File: config.mk
export PLATFORM = sky130hd
export DESIGN_NAME = arch_resync_ctrl
export DESIGN_NICKNAME = d
export VERILOG_FILES = /design/src/rtl/resync_pkg.sv /design/src/rtl/rs_mode_sel.sv /design/src/rtl/rs_copy_pipe.sv /design/src/rtl/arch_resync_ctrl.sv
export SDC_FILE = /design/constraint.sdc
export NUM_CORES = 1
export LEC_CHECK = 0
export BUFFER_PORTS_ARGS = -buffer_cell sky130_fd_sc_hd__buf_2
export CORE_MARGIN = 5
export CORE_UTILIZATION = 35
export CTS_BUF_LIST = sky130_fd_sc_hd__clkbuf_16
export CTS_CLUSTER_SIZE = 14
export DETAILED_ROUTE_END_ITERATION = 6
export SLEW_MARGIN = 20
export SYNTH_ARGS = -nofsm -noshare
export SYNTH_HDL_FRONTEND = slang
export SYNTH_HIERARCHICAL = 1
export SYNTH_SLANG_ARGS = --single-unit
File: constraint.sdc
create_clock -name clk -period 6.51 [get_ports clk]
set_input_delay 1.302 -clock clk [delete_from_list [all_inputs] [get_ports clk]]
set_output_delay 1.302 -clock clk [all_outputs]
set_load 0.005 [all_outputs]
File: src/rtl/resync_pkg.sv
package resync_pkg;

    typedef enum logic [1:0] {
        ST_IDLE  = 2'd0,
        ST_FLUSH = 2'd1,
        ST_COPY  = 2'd2,
        ST_DONE  = 2'd3
    } rs_state_e;

    typedef enum logic {
        DIR_T2L = 1'b0,
        DIR_L2T = 1'b1
    } rs_dir_e;

endpackage

File: src/rtl/rs_mode_sel.sv
module rs_mode_sel #(
    parameter int WINDOW = 256,
    parameter int CNT_W  = 8
) (
    input  logic             clk,
    input  logic             rst_n,
    input  logic             retire_i,
    input  logic             l2_miss_i,
    input  logic [CNT_W-1:0] thr_hi_i,
    input  logic [CNT_W-1:0] thr_lo_i,
    output logic             want_single_o
);

    localparam int WIN_W = (WINDOW > 2) ? $clog2(WINDOW) : 1;

    typedef struct packed {
        logic [WIN_W-1:0] win_cnt;
        logic [CNT_W-1:0] miss_cnt;
        logic             want_single;
    } sel_t;

    sel_t q, d;
    logic [CNT_W-1:0] miss_sum;
    logic             win_end;

    always_comb begin
        d        = q;
        miss_sum = q.miss_cnt;
        if (l2_miss_i && (q.miss_cnt != {CNT_W{1'b1}})) begin
            miss_sum = q.miss_cnt + CNT_W'(1);
        end
        win_end = retire_i && (q.win_cnt == WIN_W'(WINDOW - 1));
        d.miss_cnt = miss_sum;
        if (retire_i) begin
            d.win_cnt = q.win_cnt + WIN_W'(1);
        end
        if (win_end) begin
            d.win_cnt  = '0;
            d.miss_cnt = '0;
            if (miss_sum >= thr_hi_i) begin
                d.want_single = 1'b1;
            end else if (miss_sum < thr_lo_i) begin
                d.want_single = 1'b0;
            end
        end
    end

    always_ff @(posedge clk or negedge rst_n) begin
        if (!rst_n) begin
            q <= '{win_cnt: '0, miss_cnt: '0, want_single: 1'b1};
        end else begin
            q <= d;
        end
    end

    assign want_single_o = q.want_single;

endmodule

File: src/rtl/rs_copy_pipe.sv
module rs_copy_pipe #(
    parameter int LANES  = 4,
    parameter int DATA_W = 32,
    parameter int GRP_W  = 4
) (
    input  logic                    clk,
    input  logic                    rst_n,
    input  logic                    rd_en_i,
    input  logic [GRP_W-1:0]        rd_grp_i,
    input  logic [LANES*DATA_W-1:0] rd_data_i,
    output logic                    wr_en_o,
    output logic [GRP_W-1:0]        wr_grp_o,
    output logic [LANES*DATA_W-1:0] wr_data_o
);

    typedef struct packed {
        logic             en;
        logic [GRP_W-1:0] grp;
    } ctl_t;

    ctl_t ctl_q, ctl_d;

    always_comb begin
        ctl_d     = ctl_q;
        ctl_d.en  = rd_en_i;
        if (rd_en_i) begin
            ctl_d.grp = rd_grp_i;
        end
    end

    always_ff @(posedge clk or negedge rst_n) begin
        if (!rst_n) begin
            ctl_q <= '0;
        end else begin
            ctl_q <= ctl_d;
        end
    end

    for (genvar l = 0; l < LANES; l++) begin : g_lane
        logic [DATA_W-1:0] lane_d, lane_q;

        always_comb begin
            lane_d = lane_q;
            if (rd_en_i) begin
                lane_d = rd_data_i[l*DATA_W +: DATA_W];
            end
        end

        always_ff @(posedge clk or negedge rst_n) begin
            if (!rst_n) begin
                lane_q <= '0;
            end else begin
                lane_q <= lane_d;
            end
        end

        assign wr_data_o[l*DATA_W +: DATA_W] = lane_q;
    end

    assign wr_en_o  = ctl_q.en;
    assign wr_grp_o = ctl_q.grp;

endmodule

File: src/rtl/arch_resync_ctrl.sv
module arch_resync_ctrl #(
    parameter int NUM_REGS = 64,
    parameter int LANES    = 4,
    parameter int DATA_W   = 32,
    parameter int PC_W     = 32,
    parameter int WINDOW   = 256,
    parameter int CNT_W    = 8,
    localparam int NUM_GROUPS = NUM_REGS / LANES,
    localparam int GRP_W      = (NUM_GROUPS > 2) ? $clog2(NUM_GROUPS) : 1,
    localparam int BUS_W      = LANES * DATA_W
) (
    input  logic             clk,
    input  logic             rst_n,
    input  logic             mispredict_i,
    input  logic             retire_i,
    input  logic             l2_miss_i,
    input  logic [CNT_W-1:0] thr_hi_i,
    input  logic [CNT_W-1:0] thr_lo_i,
    input  logic [PC_W-1:0]  trail_pc_i,
    input  logic [PC_W-1:0]  lead_pc_i,
    input  logic [BUS_W-1:0] rd_data_i,
    output logic             squash_o,
    output logic             q_flush_o,
    output logic             fetch_hold_o,
    output logic             pc_wr_o,
    output logic [PC_W-1:0]  pc_o,
    output logic             rename_reset_o,
    output logic             st_cache_inv_o,
    output logic             copy_dir_o,
    output logic             rd_en_o,
    output logic [GRP_W-1:0] rd_grp_o,
    output logic             wr_en_o,
    output logic [GRP_W-1:0] wr_grp_o,
    output logic [BUS_W-1:0] wr_data_o,
    output logic             done_o,
    output logic             single_mode_o
);

    import resync_pkg::*;

    typedef struct packed {
        rs_state_e        state;
        logic [GRP_W-1:0] grp;
        rs_dir_e          dir;
        logic [PC_W-1:0]  pc;
        logic             single;
        logic             flip;
    } ctrl_t;

    ctrl_t q, d;
    logic  want_single;
    logic  mode_chg;

    rs_mode_sel #(
        .WINDOW (WINDOW),
        .CNT_W  (CNT_W)
    ) i_mode_sel (
        .clk           (clk),
        .rst_n         (rst_n),
        .retire_i      (retire_i),
        .l2_miss_i     (l2_miss_i),
        .thr_hi_i      (thr_hi_i),
        .thr_lo_i      (thr_lo_i),
        .want_single_o (want_single)
    );

    always_comb begin
        d        = q;
        mode_chg = (want_single != q.single);
        unique case (q.state)
            ST_IDLE: begin
                d.grp = '0;
                if (mode_chg) begin
                    // mode change wins and also covers a same-cycle mispredict
                    d.state = ST_FLUSH;
                    d.flip  = 1'b1;
                    d.dir   = q.single ? DIR_T2L : DIR_L2T;
                    d.pc    = q.single ? trail_pc_i : lead_pc_i;
                end else if (mispredict_i && q.single) begin
                    d.state = ST_FLUSH;
                    d.flip  = 1'b0;
                    d.dir   = DIR_T2L;
                    d.pc    = trail_pc_i;
                end
            end
            ST_FLUSH: begin
                d.state = ST_COPY;
                d.grp   = '0;
            end
            ST_COPY: begin
                if (q.grp == GRP_W'(NUM_GROUPS - 1)) begin
                    d.state = ST_DONE;
                end else begin
                    d.grp = q.grp + GRP_W'(1);
                end
            end
            ST_DONE: begin
                d.state = ST_IDLE;
                if (q.flip) begin
                    d.single = ~q.single;
                end
                d.flip = 1'b0;
            end
            default: d.state = ST_IDLE;
        endcase
    end

    always_ff @(posedge clk or negedge rst_n) begin
        if (!rst_n) begin
            q <= '{state: ST_IDLE, grp: '0, dir: DIR_T2L, pc: '0,
                   single: 1'b1, flip: 1'b0};
        end else begin
            q <= d;
        end
    end

    rs_copy_pipe #(
        .LANES  (LANES),
        .DATA_W (DATA_W),
        .GRP_W  (GRP_W)
    ) i_copy_pipe (
        .clk       (clk),
        .rst_n     (rst_n),
        .rd_en_i   (rd_en_o),
        .rd_grp_i  (rd_grp_o),
        .rd_data_i (rd_data_i),
        .wr_en_o   (wr_en_o),
        .wr_grp_o  (wr_grp_o),
        .wr_data_o (wr_data_o)
    );

    assign squash_o       = (q.state == ST_FLUSH);
    assign q_flush_o      = (q.state == ST_FLUSH);
    assign pc_wr_o        = (q.state == ST_FLUSH);
    assign rename_reset_o = (q.state == ST_FLUSH);
    assign st_cache_inv_o = (q.state == ST_FLUSH) && (q.dir == DIR_T2L);
    assign pc_o           = q.pc;
    assign copy_dir_o     = q.dir;
    assign fetch_hold_o   = (q.state != ST_IDLE);
    assign rd_en_o        = (q.state == ST_COPY);
    assign rd_grp_o       = q.grp;
    assign done_o         = (q.state == ST_DONE);
    assign single_mode_o  = q.single;

endmodule

# Word level (Yosys, flattened, before mapping)
# Index checks and enable logic that the tools add are counted.
[totals] ff_bits=191 out_inout_bits=179
[op_classes] bitwise=2 n_addsub=3 order_cmp=2 n_mux=18 eq_ne=10 reduce_logical=18
[ops] op="$mux W33" n=2
[ops] op="$mux W32" n=1
[ops] op="$mux W17" n=1
[ops] op="$add A8 B1 Y8 const B" n=2
[ops] op="$mux W8" n=2
[ops] op="$reduce_and A2 Y1" n=6
[ops] op="$reduce_bool A2 Y1" n=6
[ops] op="$eq A8 B8 Y1 const B" n=1
[ops] op="$ge A8 B8 Y1" n=1
[ops] op="$lt A8 B8 Y1" n=1
[ops] op="$ne A8 B8 Y1 const B" n=1
[ops] op="$pmux W2 S4" n=1
[ops] op="$pmux W4 S2" n=1
[ops] op="$mux W2" n=3
[ops] op="$mux W1" n=5
[ops] op="$add A4 B1 Y4 const B" n=1
[ops] op="$eq A2 B2 Y1 const B" n=2
[ops] op="$eq A4 B4 Y1 const B" n=1
[ops] op="$logic_and A1 B1 Y1" n=4
[ops] op="$mux W4" n=1
[ops] op="$ne A3 B3 Y1 const B" n=1
[ops] op="$eq A2 B1 Y1 const B" n=1
[ops] op="$logic_not A2 Y1" n=1
[ops] op="$ne A2 B1 Y1 const B" n=1
[ops] op="5 further kinds" n=6

# Logic depth before layout (Yosys ltp)
[depth] depth_word=7 mapped_depth=11 depth_no_buf=11

# By module
# Netlist, hierarchy kept.
[modules_own_cells] module="rs_copy_pipe" cells_per_inst=280 area_per_inst_um2=5256.3 n_inst=1 seq_area_each_um2=3328.2
[modules_own_cells] module="arch_resync_ctrl" cells_per_inst=227 area_per_inst_um2=2352.3 n_inst=1 seq_area_each_um2=1027.2
[modules_own_cells] module="rs_mode_sel" cells_per_inst=127 area_per_inst_um2=1231.2 n_inst=1 seq_area_each_um2=426.7

# Worst setup path before layout
# No wires, ideal clock.
[synth_timing] path_type="input port to flip-flop" start="input port l2_miss_i" end="register i_mode_sel.q, in the netlist i_mode_sel/want_single_o" t_arrival_ps=2793 path_slack_ps=3623 path_stages=9 path_buffers=0 path_cell_list="and3_1 > nand3_1 > xnor2_1 > ha_1 > a21o_1 > a211oi_1 > o21ai_0 > o2111ai_1 > o311ai_1"
[synth_via] elab_chain_cells=5 word_cells_on_any_way=7 cone_classes="2 x order compare; 2 x mux; 3 x reduce/logical"
[synth_lines] element="from (decl)" line="arch_resync_ctrl.sv:16" text="input logic l2_miss_i,"
[synth_lines] element="$logic_and A1 B1 Y1 *" line="rs_mode_sel.sv:29" text="if (l2_miss_i && (q.miss_cnt != {CNT_W{1'b1}})) begin"
[synth_lines] element="$mux W8 *" line="rs_mode_sel.sv:29"
[synth_lines] element="$lt A8 B8 Y1 or $ge A8 B8 Y1 (tied branches)" line="rs_mode_sel.sv:42, rs_mode_sel.sv:40"
[synth_lines] element="$reduce_bool A2 Y1 (no source line)"
[synth_lines] element="$reduce_and A2 Y1 (no source line)"
[synth_lines] element="to (signal assigned)" line="rs_mode_sel.sv:50" text="q <= '{win_cnt: '0, miss_cnt: '0, want_single: 1'b1};"
[synth_lines] element="to (decl)" line="rs_mode_sel.sv:22" text="sel_t q, d;"
# Every way passes the cells marked *; elsewhere a longest branch is shown, timed or not.
# A chain may end at the register's enable or synchronous reset.

# Worst setup path after layout
[layout_timing] start="register q[39] (netlist bit)" end="output port rd_en_o"
[layout_via] elab_chain_cells=1
[layout_lines] element="from (decl)" line="arch_resync_ctrl.sv:50" text="ctrl_t q, d;"
[layout_lines] element="from (signal assigned)" line="arch_resync_ctrl.sv:110" text="q <= '{state: ST_IDLE, grp: '0, dir: DIR_T2L, pc: '0,"
[layout_lines] element="$eq A2 B2 Y1" line="arch_resync_ctrl.sv:140" text="assign rd_en_o = (q.state == ST_COPY);"
[layout_lines] element="to (decl)" line="arch_resync_ctrl.sv:30" text="output logic rd_en_o,"
# Every way passes these cells.

==> metrics.yaml <==
outcome:
  outcome: "finished, final reports clean"
sta:
  setup_viol: 0
  totalNegativeSetupSlack_ns: 0
  rsz0062_at_grt: "false"
  fin_crit_sh_pct: 48.7
  tightest_slew_ns: 0.895
  finClkSkew_ns: 0.0168
  slew_violations: 0
  max_freq_mhz: 316
  relSlewSlack_pct: 40.3
  final_hold_viol_count: 0
  post-route-min-period_ns: 3.17
setup_path:
  crit_required_ns: 5.21
  cp-end-kind: "output port"
  reg2reg_depth: 4
  cp_max_fo: 42
  crit-reg2reg-capture: "i_copy_pipe/g_lane[1].lane_q[27]"
  rr_startpoint: "q[39]"
  reg2reg_slack_ns: 3.88
  worstSetupStartpointType: "flop"
  worstPathArrival_ns: 1.87
  worstSetupPathType: "flop to output port"
drt:
  drc: 0
  route.antenna.remaining_nets: 0
  vias_per_cell: 4.58
  wl_per_cell_um: 17.2
  totalWireLength_um: 22800
  vias: 6067
  drtPass1Iterations: 4
  detail_route.iter0.violations: 356
global_route:
  grt_pass1_wl_um: 35200
  overflow: 0
  grt_max_degree: 104
  grt_util_all_layers_pct: 15.4
  antenna_found_initial: 2
  grt_pass1_vias: 6388
pwr:
  leakage_uw: 0.00630
  pwr-share-seq_pct: 48.7
  power.density_nw_per_um2: 230
  internal_power_uw: 1900
  p_switching_uw: 716
  switching_share_pct: 27.4
  clockPowerShare_pct: 39.7
  comb_power_share_pct: 11.6
  ir_drop_uv: 200
synth:
  async_flop_share_pct: 100
  postSynthCellCount: 634
  synth_fp_nets: 870
  ys.flop_type: "dfrtp_1"
  ys_warn_count: 6
  synth.cell_area_sq_um: 8840
  ys_types: 51
  synth.avg_cell_area_sq_um: 13.9
  ys_ff_latch: 191
  synth-edff-count: 0
  synth-seq-area-share_pct: 54.1
die:
  fp.dieW_um: 169
  dieArea_sq_um: 28500
  num_io_pins: 392
  rows: 58
  core_area_sq_um: 25000
  die_h_um: 169
  initial_core_util_pct: 35.3
min_path:
  hold_path_end: "i_mode_sel/q[16]"
  whs_path_depth: 1
  min_path_type: "flop to flop"
  holdCritStartpoint: "i_mode_sel/q[16]"
place:
  portBuffers: 391
  place.gp.congestion: 0.813
  hpwl_um: 16900
  placed_cells: 1291
clocking:
  postCtsSetupRepairBufs: 0
  cts_resized: 0
  h-tree-depth: 4
  cts_made_buffers: 17
  tritoncts: "done"
  clockBufferDepth: 2
  clockRootBuffer: "clkbuf_16"
  insertion_delay_ns: 0.42
  cts_hold_buf: 0
  clk_pin_slew_ns: 0.08
  cts.sinks: 191
layout:
  layout_common_cells: "buf_2, dfrtp_1, mux2_4, a21oi_1, mux2_2"
  drive_gt1_share_pct: 58.0
  final_core_util_pct: 45.4
  diodes: 0
  nets: 1217
  fin_cells: 1324
  area_delta_synth_final_pct: 28.6
  final_common_cell: "buf_2"
job:
  max_cap_viol_count: 0
power by group through the flow:
| stage | clock network (uW) | logic [uW] | registers, uW |
|---|---|---|---|
| after floorplan | 0 | 175 | 1280 |
| after CTS | 1070 | 310 | 1270 |
| final | 1040 | 303 | 1270 |
| after detailed placement | 0 | 309 | 1300 |
| after global routing | 1130 | 355 | 1280 |
| after global placement | 0 | 297 | 1300 |
critical path: stages (launching register included):
cell,delay [ns]
dfrtp_1,0.41
inv_1,0.14
ha_4,0.66
buf_2,0.24
metrics by stage:
step	power (uW)	instance area, sq um	worst slack, ns	hold WS, ns
2_1_floorplan	1460	8840	3.62	0.457
3_3_place_gp	1590	10700	3.26	0.478
3_5_place_dp	1600	10700	3.22	0.486
4_1_cts	2660	11300	3.28	0.499
5_1_grt	2760	11400	3.21	0.513
6_report	2620	11400	3.34	0.503
flip-flops by register name (all words and copies together) (netlist names):
name	cells
i_mode_sel/q	16
i_copy_pipe/g_lane.lane_q	128
rd_grp_o	4
i_mode_sel/want_single_o	1
q	3
single_mode_o	1
i_copy_pipe/wr_grp_o	4
i_copy_pipe/wr_en_o	1
copy_dir_o	1
pc_o	32
per-layer routing:
layer  wire length, um  up-vias  track usage (%)
li1                  -     2891                -
met5                19        -                0
met2             11700      215             26.9
met4               413        4             4.52
met3              1610       34             4.46
met1              9040     2923             18.4
synth_stat cells, drive strengths merged, types with 3 or more instances:
master	instances	area share (%)
xor2	5	0.58
nor2	9	0.41
a22o	3	0.30
clkbuf	6	0.25
a21oi	68	3.9
xnor2	6	0.59
and3	4	0.28
nand3	9	0.51
o21ai	6	0.38
buf	64	5.9
nor2b	9	0.64
mux2	138	21
nand2	7	0.30
mux2i	32	3.6
ha	23	3.3
nand4	4	0.28
dfrtp	189	54
inv	19	0.81
kinds of logic after synthesis:
logic type                 Yosys count  synth area share [%]
xor gates and xnor gates            11                  1.17
muxes                              170                  24.6
and+or+nand+nor                     53                  3.40
DFF                                191                  54.1
AOI/OAI and AO/OA                   97                  6.51
buffers and inverters               89                  6.92
adders and majority gates           23                  3.26
worst max path at each step:
stage / startpoint / slack (ns) / end / depth (start not counted)
after global placement: l2_miss_i / 3.26 / i_mode_sel/want_single_o / 10
after detailed placement: l2_miss_i / 3.22 / i_mode_sel/want_single_o / 10
after floorplan: l2_miss_i / 3.62 / i_mode_sel/want_single_o / 9
after global routing: q[39] / 3.21 / rd_en_o / 3
final: q[39] / 3.34 / rd_en_o / 3
after CTS: q[39] / 3.28 / rd_en_o / 3
cell type report:
cell class	count	area, sq um
multi-input combinational	354	3460
sequential	191	4780
fill	2333	13700
clock inverter	15	176
clock buffer	17	425
inverter	19	71.3
timing repair buffer	398	2040
tap	330	413
Power figures use the tool's default switching activity.
